### config.mk
export PLATFORM = sky130hd
export DESIGN_NAME = i2c_mem_target
export DESIGN_NICKNAME = d
export VERILOG_FILES = /design/src/rtl/i2c_mem_pkg.sv /design/src/rtl/i2c_line_sync.sv /design/src/rtl/i2c_write_timer.sv /design/src/rtl/i2c_mem_array.sv /design/src/rtl/i2c_mem_target.sv
export SDC_FILE = /design/constraint.sdc
export NUM_CORES = 2
export LEC_CHECK = 0
export BUFFER_PORTS_ARGS = -buffer_cell sky130_fd_sc_hd__buf_2
export CORE_MARGIN = 2
export CORE_UTILIZATION = 30
export DETAILED_ROUTE_END_ITERATION = 8
export HOLD_SLACK_MARGIN = 0.02
export PLACE_DENSITY = 0.56
export REMOVE_ABC_BUFFERS = 1
export SLEW_MARGIN = 20
export SYNTH_ARGS = -nofsm -noshare
export SYNTH_HDL_FRONTEND = slang
export SYNTH_SLANG_ARGS = --single-unit
### constraint.sdc
create_clock -name clk -period 3.1 [get_ports clk]
set_clock_uncertainty 0.05 [all_clocks]
set_input_delay 0.62 -clock clk [delete_from_list [all_inputs] [get_ports clk]]
set_output_delay 0.62 -clock clk [all_outputs]
set_load 0.02 [all_outputs]
### src/rtl/i2c_mem_pkg.sv
package i2c_mem_pkg;
  localparam int ADDR_W  = 8;
  localparam int DATA_W  = 8;
  localparam int PAGE_W  = 4;
  localparam int STRAP_W = 3;
  localparam logic [3:0] DEV_TYPE = 4'b1010;

  typedef enum logic [3:0] {
    ST_IDLE, ST_DEV, ST_DEV_ACK, ST_WORD, ST_WORD_ACK,
    ST_WDATA, ST_WDATA_ACK, ST_RDATA, ST_RACK
  } xfer_state_e;

  // next address inside a page: low bits wrap, page number held
  function automatic logic [ADDR_W-1:0] page_step(input logic [ADDR_W-1:0] a);
    return {a[ADDR_W-1:PAGE_W], PAGE_W'(a[PAGE_W-1:0] + 1'b1)};
  endfunction

  // next address for reads: whole space wraps
  function automatic logic [ADDR_W-1:0] seq_step(input logic [ADDR_W-1:0] a);
    return ADDR_W'(a + 1'b1);
  endfunction

  function automatic logic dev_match(input logic [DATA_W-1:0] b,
                                     input logic [STRAP_W-1:0] s);
    return b[DATA_W-1:1] == {DEV_TYPE, s};
  endfunction
endpackage

### src/rtl/i2c_line_sync.sv
module i2c_line_sync #(
  parameter int SYNC_STAGES = 2
) (
  input  logic clk,
  input  logic rst_n,
  input  logic scl_i,
  input  logic sda_i,
  output logic scl_o,
  output logic sda_o,
  output logic scl_rise_o,
  output logic scl_fall_o,
  output logic start_o,
  output logic stop_o
);
  logic [SYNC_STAGES-1:0] scl_ff, sda_ff;
  logic scl_q, sda_q;

  always_ff @(posedge clk or negedge rst_n) begin
    if (!rst_n) begin
      scl_ff <= '1;
      sda_ff <= '1;
      scl_q  <= 1'b1;
      sda_q  <= 1'b1;
    end else begin
      scl_ff <= {scl_ff[SYNC_STAGES-2:0], scl_i};
      sda_ff <= {sda_ff[SYNC_STAGES-2:0], sda_i};
      scl_q  <= scl_ff[SYNC_STAGES-1];
      sda_q  <= sda_ff[SYNC_STAGES-1];
    end
  end

  assign scl_o      = scl_ff[SYNC_STAGES-1];
  assign sda_o      = sda_ff[SYNC_STAGES-1];
  assign scl_rise_o = scl_o & ~scl_q;
  assign scl_fall_o = ~scl_o & scl_q;
  assign start_o    = scl_o & scl_q & sda_q & ~sda_o;
  assign stop_o     = scl_o & scl_q & ~sda_q & sda_o;
endmodule

### src/rtl/i2c_write_timer.sv
module i2c_write_timer #(
  parameter int CYCLES = 2000
) (
  input  logic clk,
  input  logic rst_n,
  input  logic launch_i,
  output logic busy_o,
  output logic done_o
);
  localparam int CNT_W = $clog2(CYCLES + 1);
  logic [CNT_W-1:0] cnt;

  always_ff @(posedge clk or negedge rst_n) begin
    if (!rst_n)            cnt <= '0;
    else if (launch_i)     cnt <= CNT_W'(CYCLES);
    else if (cnt != '0)    cnt <= cnt - 1'b1;
  end

  assign busy_o = (cnt != '0);
  assign done_o = (cnt == CNT_W'(1));

  p_timer_bounded_r7: assert property (@(posedge clk) disable iff (!rst_n)
    cnt <= CNT_W'(CYCLES));
  p_done_ends_busy_r7: assert property (@(posedge clk) disable iff (!rst_n)
    done_o |=> !busy_o);
endmodule

### src/rtl/i2c_mem_array.sv
module i2c_mem_array #(
  parameter int ADDR_W = 8,
  parameter int DATA_W = 8,
  parameter int PAGE_W = 4
) (
  input  logic                     clk,
  input  logic                     rst_n,
  input  logic [ADDR_W-1:0]        rd_addr_i,
  output logic [DATA_W-1:0]        rd_data_o,
  input  logic                     buf_clear_i,
  input  logic                     buf_we_i,
  input  logic [PAGE_W-1:0]        buf_idx_i,
  input  logic [DATA_W-1:0]        buf_data_i,
  input  logic                     commit_i,
  input  logic [ADDR_W-PAGE_W-1:0] page_i
);
  localparam int DEPTH      = 1 << ADDR_W;
  localparam int PAGE_BYTES = 1 << PAGE_W;

  logic [DATA_W-1:0]     mem  [DEPTH];
  logic [DATA_W-1:0]     pbuf [PAGE_BYTES];
  logic [PAGE_BYTES-1:0] pvalid;

  always_ff @(posedge clk or negedge rst_n) begin
    if (!rst_n) begin
      for (int i = 0; i < DEPTH; i++) mem[i] <= '1;
    end else if (commit_i) begin
      for (int j = 0; j < PAGE_BYTES; j++)
        if (pvalid[j]) mem[{page_i, PAGE_W'(j)}] <= pbuf[j];
    end
  end

  always_ff @(posedge clk or negedge rst_n) begin
    if (!rst_n)           pvalid <= '0;
    else if (buf_clear_i) pvalid <= '0;
    else if (buf_we_i)    pvalid[buf_idx_i] <= 1'b1;
  end

  always_ff @(posedge clk) begin
    if (buf_we_i) pbuf[buf_idx_i] <= buf_data_i;
  end

  assign rd_data_o = mem[rd_addr_i];

  // a commit always carries at least one loaded byte
  p_commit_has_data_r3: assert property (@(posedge clk) disable iff (!rst_n)
    commit_i |-> (pvalid != '0));
endmodule

### src/rtl/i2c_mem_target.sv
module i2c_mem_target
  import i2c_mem_pkg::*;
#(
  parameter int WRITE_CYCLES = 2000,
  parameter int SYNC_STAGES  = 2
) (
  input  logic               clk,
  input  logic               rst_n,
  input  logic               scl_i,
  input  logic               sda_i,
  output logic               sda_pull_o,
  input  logic [STRAP_W-1:0] strap_i,
  input  logic               wp_i,
  input  logic               supply_ok_i
);
  localparam int BIT_W = $clog2(DATA_W + 1);

  // named internal events
  logic scl_s, sda_s, scl_rise, scl_fall, start_ev, stop_ev;
  logic byte_done, addr_hit, buf_we, buf_clear, launch, inhibit, commit;
  logic wt_busy, wt_done;

  xfer_state_e               state;
  logic [BIT_W-1:0]          bitcnt;
  logic [DATA_W-1:0]         shreg, tx, rd_data;
  logic [ADDR_W-1:0]         ptr;
  logic [ADDR_W-PAGE_W-1:0]  page;
  logic                      rd_mode, wr_pending, pull;

  i2c_line_sync #(.SYNC_STAGES(SYNC_STAGES)) u_sync (
    .clk(clk), .rst_n(rst_n), .scl_i(scl_i), .sda_i(sda_i),
    .scl_o(scl_s), .sda_o(sda_s), .scl_rise_o(scl_rise), .scl_fall_o(scl_fall),
    .start_o(start_ev), .stop_o(stop_ev));

  i2c_write_timer #(.CYCLES(WRITE_CYCLES)) u_timer (
    .clk(clk), .rst_n(rst_n), .launch_i(launch), .busy_o(wt_busy), .done_o(wt_done));

  i2c_mem_array #(.ADDR_W(ADDR_W), .DATA_W(DATA_W), .PAGE_W(PAGE_W)) u_array (
    .clk(clk), .rst_n(rst_n), .rd_addr_i(ptr), .rd_data_o(rd_data),
    .buf_clear_i(buf_clear), .buf_we_i(buf_we), .buf_idx_i(ptr[PAGE_W-1:0]),
    .buf_data_i(shreg), .commit_i(commit), .page_i(page));

  assign byte_done = scl_fall && (bitcnt == BIT_W'(DATA_W));
  assign addr_hit  = dev_match(shreg, strap_i) && !wt_busy;
  assign buf_we    = byte_done && (state == ST_WDATA);
  assign buf_clear = byte_done && (state == ST_WORD);
  assign launch    = stop_ev && wr_pending;
  assign inhibit   = wp_i || !supply_ok_i;
  assign commit    = wt_done && !inhibit;
  assign sda_pull_o = pull;

  always_ff @(posedge clk or negedge rst_n) begin
    if (!rst_n) begin
      state <= ST_IDLE; bitcnt <= '0; shreg <= '0; tx <= '0; ptr <= '0;
      page <= '0; rd_mode <= 1'b0; wr_pending <= 1'b0; pull <= 1'b0;
    end else if (start_ev) begin
      state <= ST_DEV; bitcnt <= '0; pull <= 1'b0; wr_pending <= 1'b0;
    end else if (stop_ev) begin
      state <= ST_IDLE; pull <= 1'b0; wr_pending <= 1'b0;
    end else begin
      case (state)
        ST_DEV, ST_WORD, ST_WDATA: begin
          if (scl_rise) begin
            shreg  <= {shreg[DATA_W-2:0], sda_s};
            bitcnt <= bitcnt + 1'b1;
          end
          if (byte_done) begin
            if (state == ST_DEV) begin
              if (addr_hit) begin
                pull <= 1'b1; rd_mode <= shreg[0]; state <= ST_DEV_ACK;
              end else begin
                state <= ST_IDLE;
              end
            end else if (state == ST_WORD) begin
              ptr <= shreg; pull <= 1'b1; state <= ST_WORD_ACK;
            end else begin
              ptr <= page_step(ptr); page <= ptr[ADDR_W-1:PAGE_W];
              wr_pending <= 1'b1; pull <= 1'b1; state <= ST_WDATA_ACK;
            end
          end
        end
        ST_DEV_ACK, ST_WORD_ACK, ST_WDATA_ACK: begin
          if (scl_fall) begin
            pull <= 1'b0; bitcnt <= '0;
            if (state == ST_DEV_ACK && rd_mode) begin
              tx <= rd_data; pull <= ~rd_data[DATA_W-1];
              ptr <= seq_step(ptr); state <= ST_RDATA;
            end else if (state == ST_DEV_ACK) begin
              state <= ST_WORD;
            end else begin
              state <= ST_WDATA;
            end
          end
        end
        ST_RDATA: begin
          if (scl_fall) begin
            bitcnt <= bitcnt + 1'b1;
            if (bitcnt == BIT_W'(DATA_W - 1)) begin
              pull <= 1'b0; state <= ST_RACK;
            end else begin
              pull <= ~tx[DATA_W-2]; tx <= {tx[DATA_W-2:0], 1'b0};
            end
          end
        end
        ST_RACK: begin
          if (scl_rise && sda_s) begin
            state <= ST_IDLE;
          end else if (scl_fall) begin
            tx <= rd_data; pull <= ~rd_data[DATA_W-1];
            ptr <= seq_step(ptr); bitcnt <= '0; state <= ST_RDATA;
          end
        end
        default: ;
      endcase
    end
  end

  p_idle_released_r11: assert property (@(posedge clk) disable iff (!rst_n)
    (state == ST_IDLE) |-> !pull);
  p_sda_hold_scl_high_r12: assert property (@(posedge clk) disable iff (!rst_n)
    (scl_s && $past(scl_s)) |-> $stable(pull));
  p_busy_from_stop_r7: assert property (@(posedge clk) disable iff (!rst_n)
    $rose(wt_busy) |-> $past(stop_ev && wr_pending));
  p_no_ack_while_busy_r7: assert property (@(posedge clk) disable iff (!rst_n)
    (byte_done && state == ST_DEV && wt_busy) |=> (state == ST_IDLE && !pull));
  p_page_fixed_r4: assert property (@(posedge clk) disable iff (!rst_n)
    buf_we |=> (ptr[ADDR_W-1:PAGE_W] == $past(ptr[ADDR_W-1:PAGE_W])));
endmodule

==> reports/metrics.cfg <==
[global_route]
grt_max_degree = 154
grt_pass1_wl_um = 613000
antenna_found_initial = 82
grtUsageTotal = 0.257
grt_pass1_vias = 68800
grt-ovfl-total = 0

[worst_setup_path]
path_class = flip-flop to flip-flop
rr_endpoint = u_array.mem[1045]
crit_start = u_timer.cnt[5]
cp-endpoint = u_array.mem[1045]
critPathMaxFanout = 8
ff2ff_path_depth = 13
regToRegSetupSlack_ns = -0.22
worstSetupStartpointType = flip-flop
r2r-start = u_timer.cnt[5]
crit_required_ns = 3.87
worstPathArrival_ns = 4.09
crit_path_end_kind = flip-flop

[clock_network]
clkSlewWorstSetupHoldPaths_ns = 0.06
clock_path_buffers = 4
cts_tree = yes
cts_buffers = 244
clockRootBuffer = clkbuf_16
h-tree-depth = 4
clock_sinks = 2247
clkLatencyLatePin_ns = 0.95

[timing]
worst_hold_slack_ns = 0.282
finalCritPeriodShare = 1.07
setup_violations = 808
final_max_slew_viol_count = 0
fmax_mhz = 301
finalCriticalPeriod_ns = 3.32
setup_slack_ns = -0.220
relSlewSlack = 0.114
rsz0062_at_grt = true
tightest_slew_ns = 1.33
hold_viol = 0

[route]
num_vias = 67100
post-route-drc-count = 0
drtPass1Iterations = 5
wire_per_inst_um = 37.2
first_iter_violations = 6185
drt-total-wl_um = 456000
final_antenna_net_count = 0
viasPerCell = 5.47

[synthesis]
synthesis.area_mm2 = 0.103
ys_warn_count = 0
async_flop_share = 0.943
ys_seq_area_frac = 0.577
ys_types = 78
netlist.area_leader.share = 0.523
synth_edf_count = 128
synth.avg_cell_area_um2 = 16.0
postSynthCellCount = 6452
ys_seq_elements = 2247
synth-main-ff-cell = dfstp_2
synth_area_leaders = dfstp_2 52%, mux2_2 22%, mux4_2 11%, edfxtp_1 3.7%, dfrtp_1 1.6%
synth_top_area_cell = dfstp_2

[min_path]
hold_path.class = input pin to flip-flop

[job]
cap_violations = 0

[cells_and_area]
layout_common_cells = 2054 x dfstp_2, 1879 x mux2_2, 838 x buf_4
layout-drive-gt1-share = 0.838
nNetsFinal = 7503
fin_util = 0.381
layout_commonest_cell = dfstp_2
syn2layout_area_growth_pct = 26.4

[power_and_ir_drop]
powerDensity_mw_per_mm2 = 597
peakVddDrop_mv = 0.535
p_leak_nw = 53.1

[die]
dieHeight_um = 590
start_util = 0.301
std_cell_rows = 215
core_mm2 = 0.342
fp.dieArea_mm2 = 0.348
ioPinCount = 10
die_w_um = 590

[place]
portBuffers = 9
dpl.hpwl_um = 324000
gp_congestion = 1.06

[outcome]
run_status = finished with violations
violations = negative setup slack

==> registers in the layout (all words and copies together), names as in the netlist, 2 cells and up <==
name and flops:
shreg 8, state 4, ptr 8, bitcnt 4
u_array.pbuf 128, u_array.pvalid 16, u_timer.cnt 11, u_array.mem 2048
u_sync.sda_ff 2, tx 7, page 4, u_sync.scl_ff 2
==> layer usage <==
layer  vias up  global-route usage  share of wire
met5         -                   0        0.00037
li1      26400                   -              -
met3       780              0.0552          0.073
met4        24               0.133          0.062
met2      2621               0.400           0.45
met1     37300               0.337           0.41
==> worst min path at each step <==
stage / start / to / depth (start not counted)
2_1_floorplan: rst_n / bitcnt[0] / 0
3_3_place_gp: u_sync.sda_ff[0] / u_sync.sda_ff[1] / 0
3_5_place_dp: u_sync.sda_ff[0] / u_sync.sda_ff[1] / 0
4_1_cts: sda_i / u_sync.sda_ff[0] / 2
5_1_grt: sda_i / u_sync.sda_ff[0] / 2
6_report: scl_i / u_sync.scl_ff[0] / 2
==> layout make-up <==
type | instances | area (um^2)
inverter | 18 | 70.1
antenna | 40 | 100
clock inverter | 85 | 912
timing repair buffer | 1232 | 12900
multi-input combinational | 3742 | 44100
sequential | 2247 | 59500
clock buffer | 357 | 7040
tap | 4557 | 5700
fill | 31600 | 212000
==> repair_timing <==
item,in CTS,in global routing
setup endpoints to repair,1327,1027
resized for setup,305,454
cloned,8,4
hold endpoints to repair,28,0
pin swaps,47,61
buffers inserted,47,40
hold buffers,3,0
==> through the flow <==
stage	cells	cell area, um^2	setup TNS [ns]	power [mW]	setup WS (ns)
floorplan	6007	101000	-3109.51	35.1	-20.07
global route	12300	130000	-90.37	80.0	-0.227
global placement	11700	118000	-52.11	46.7	-1.11
CTS	12200	128000	-11.16	77.7	-0.223
finish	12300	130000	-54.47	77.8	-0.220
detailed placement	11700	118000	-66.37	46.8	-1.06
==> synth_stat cells, types with 12 or more instances <==
library cell and count:
dfstp_2 2054, mux2_2 1998, mux4_2 486, clkbuf_1 299
nand2_1 281, mux2i_1 154, edfxtp_1 128, nor2_1 114
buf_2 86, and2_1 81, mux2_1 80, dfrtp_1 65
o21ai_0 57, a21oi_1 49, a22oi_1 34, o22ai_1 34
buf_4 33, nor3_1 29, o221ai_1 29, buf_1 27
nand3_1 23, nand2_2 20, a211oi_1 18, a2111oi_0 17
nor2b_1 17, a22o_1 16, inv_1 15, nor4_1 15
a31oi_1 14, a221oi_1 12
==> where the power goes <==
group | switching (mW) | leakage (nW) | internal [mW] | total [mW]
Combinational | 10.1 | 26.0 | 7.69 | 17.8
Sequential | 0.298 | 23.1 | 30.1 | 30.4
Clock | 12.7 | 3.91 | 16.8 | 29.6
==> worst max-delay path: stages, from the launching register on <==
cell and delay (ns):
dfrtp_1 0.38, or4_4 0.56, nor4_4 0.25, and3_4 0.28, buf_6 0.11, nand3b_1 0.16
buf_6 0.18, buf_6 0.11, nor2_4 0.24, buf_12 0.28, buf_12 0.14, nand2_8 0.05
buf_6 0.15, mux2_2 0.26
==> logic make-up after synthesis <==
| family | synth area share |
|---|---|
| DFF | 0.577 |
| buffers and inverters | 0.0191 |
| xor gates and xnor gates | 0.00119 |
| AOI/OAI and AO/OA | 0.0244 |
| adders and majority gates | 0.00109 |
| muxes | 0.348 |
| and+or+nand+nor | 0.0296 |
Power figures use the tool's default switching activity.
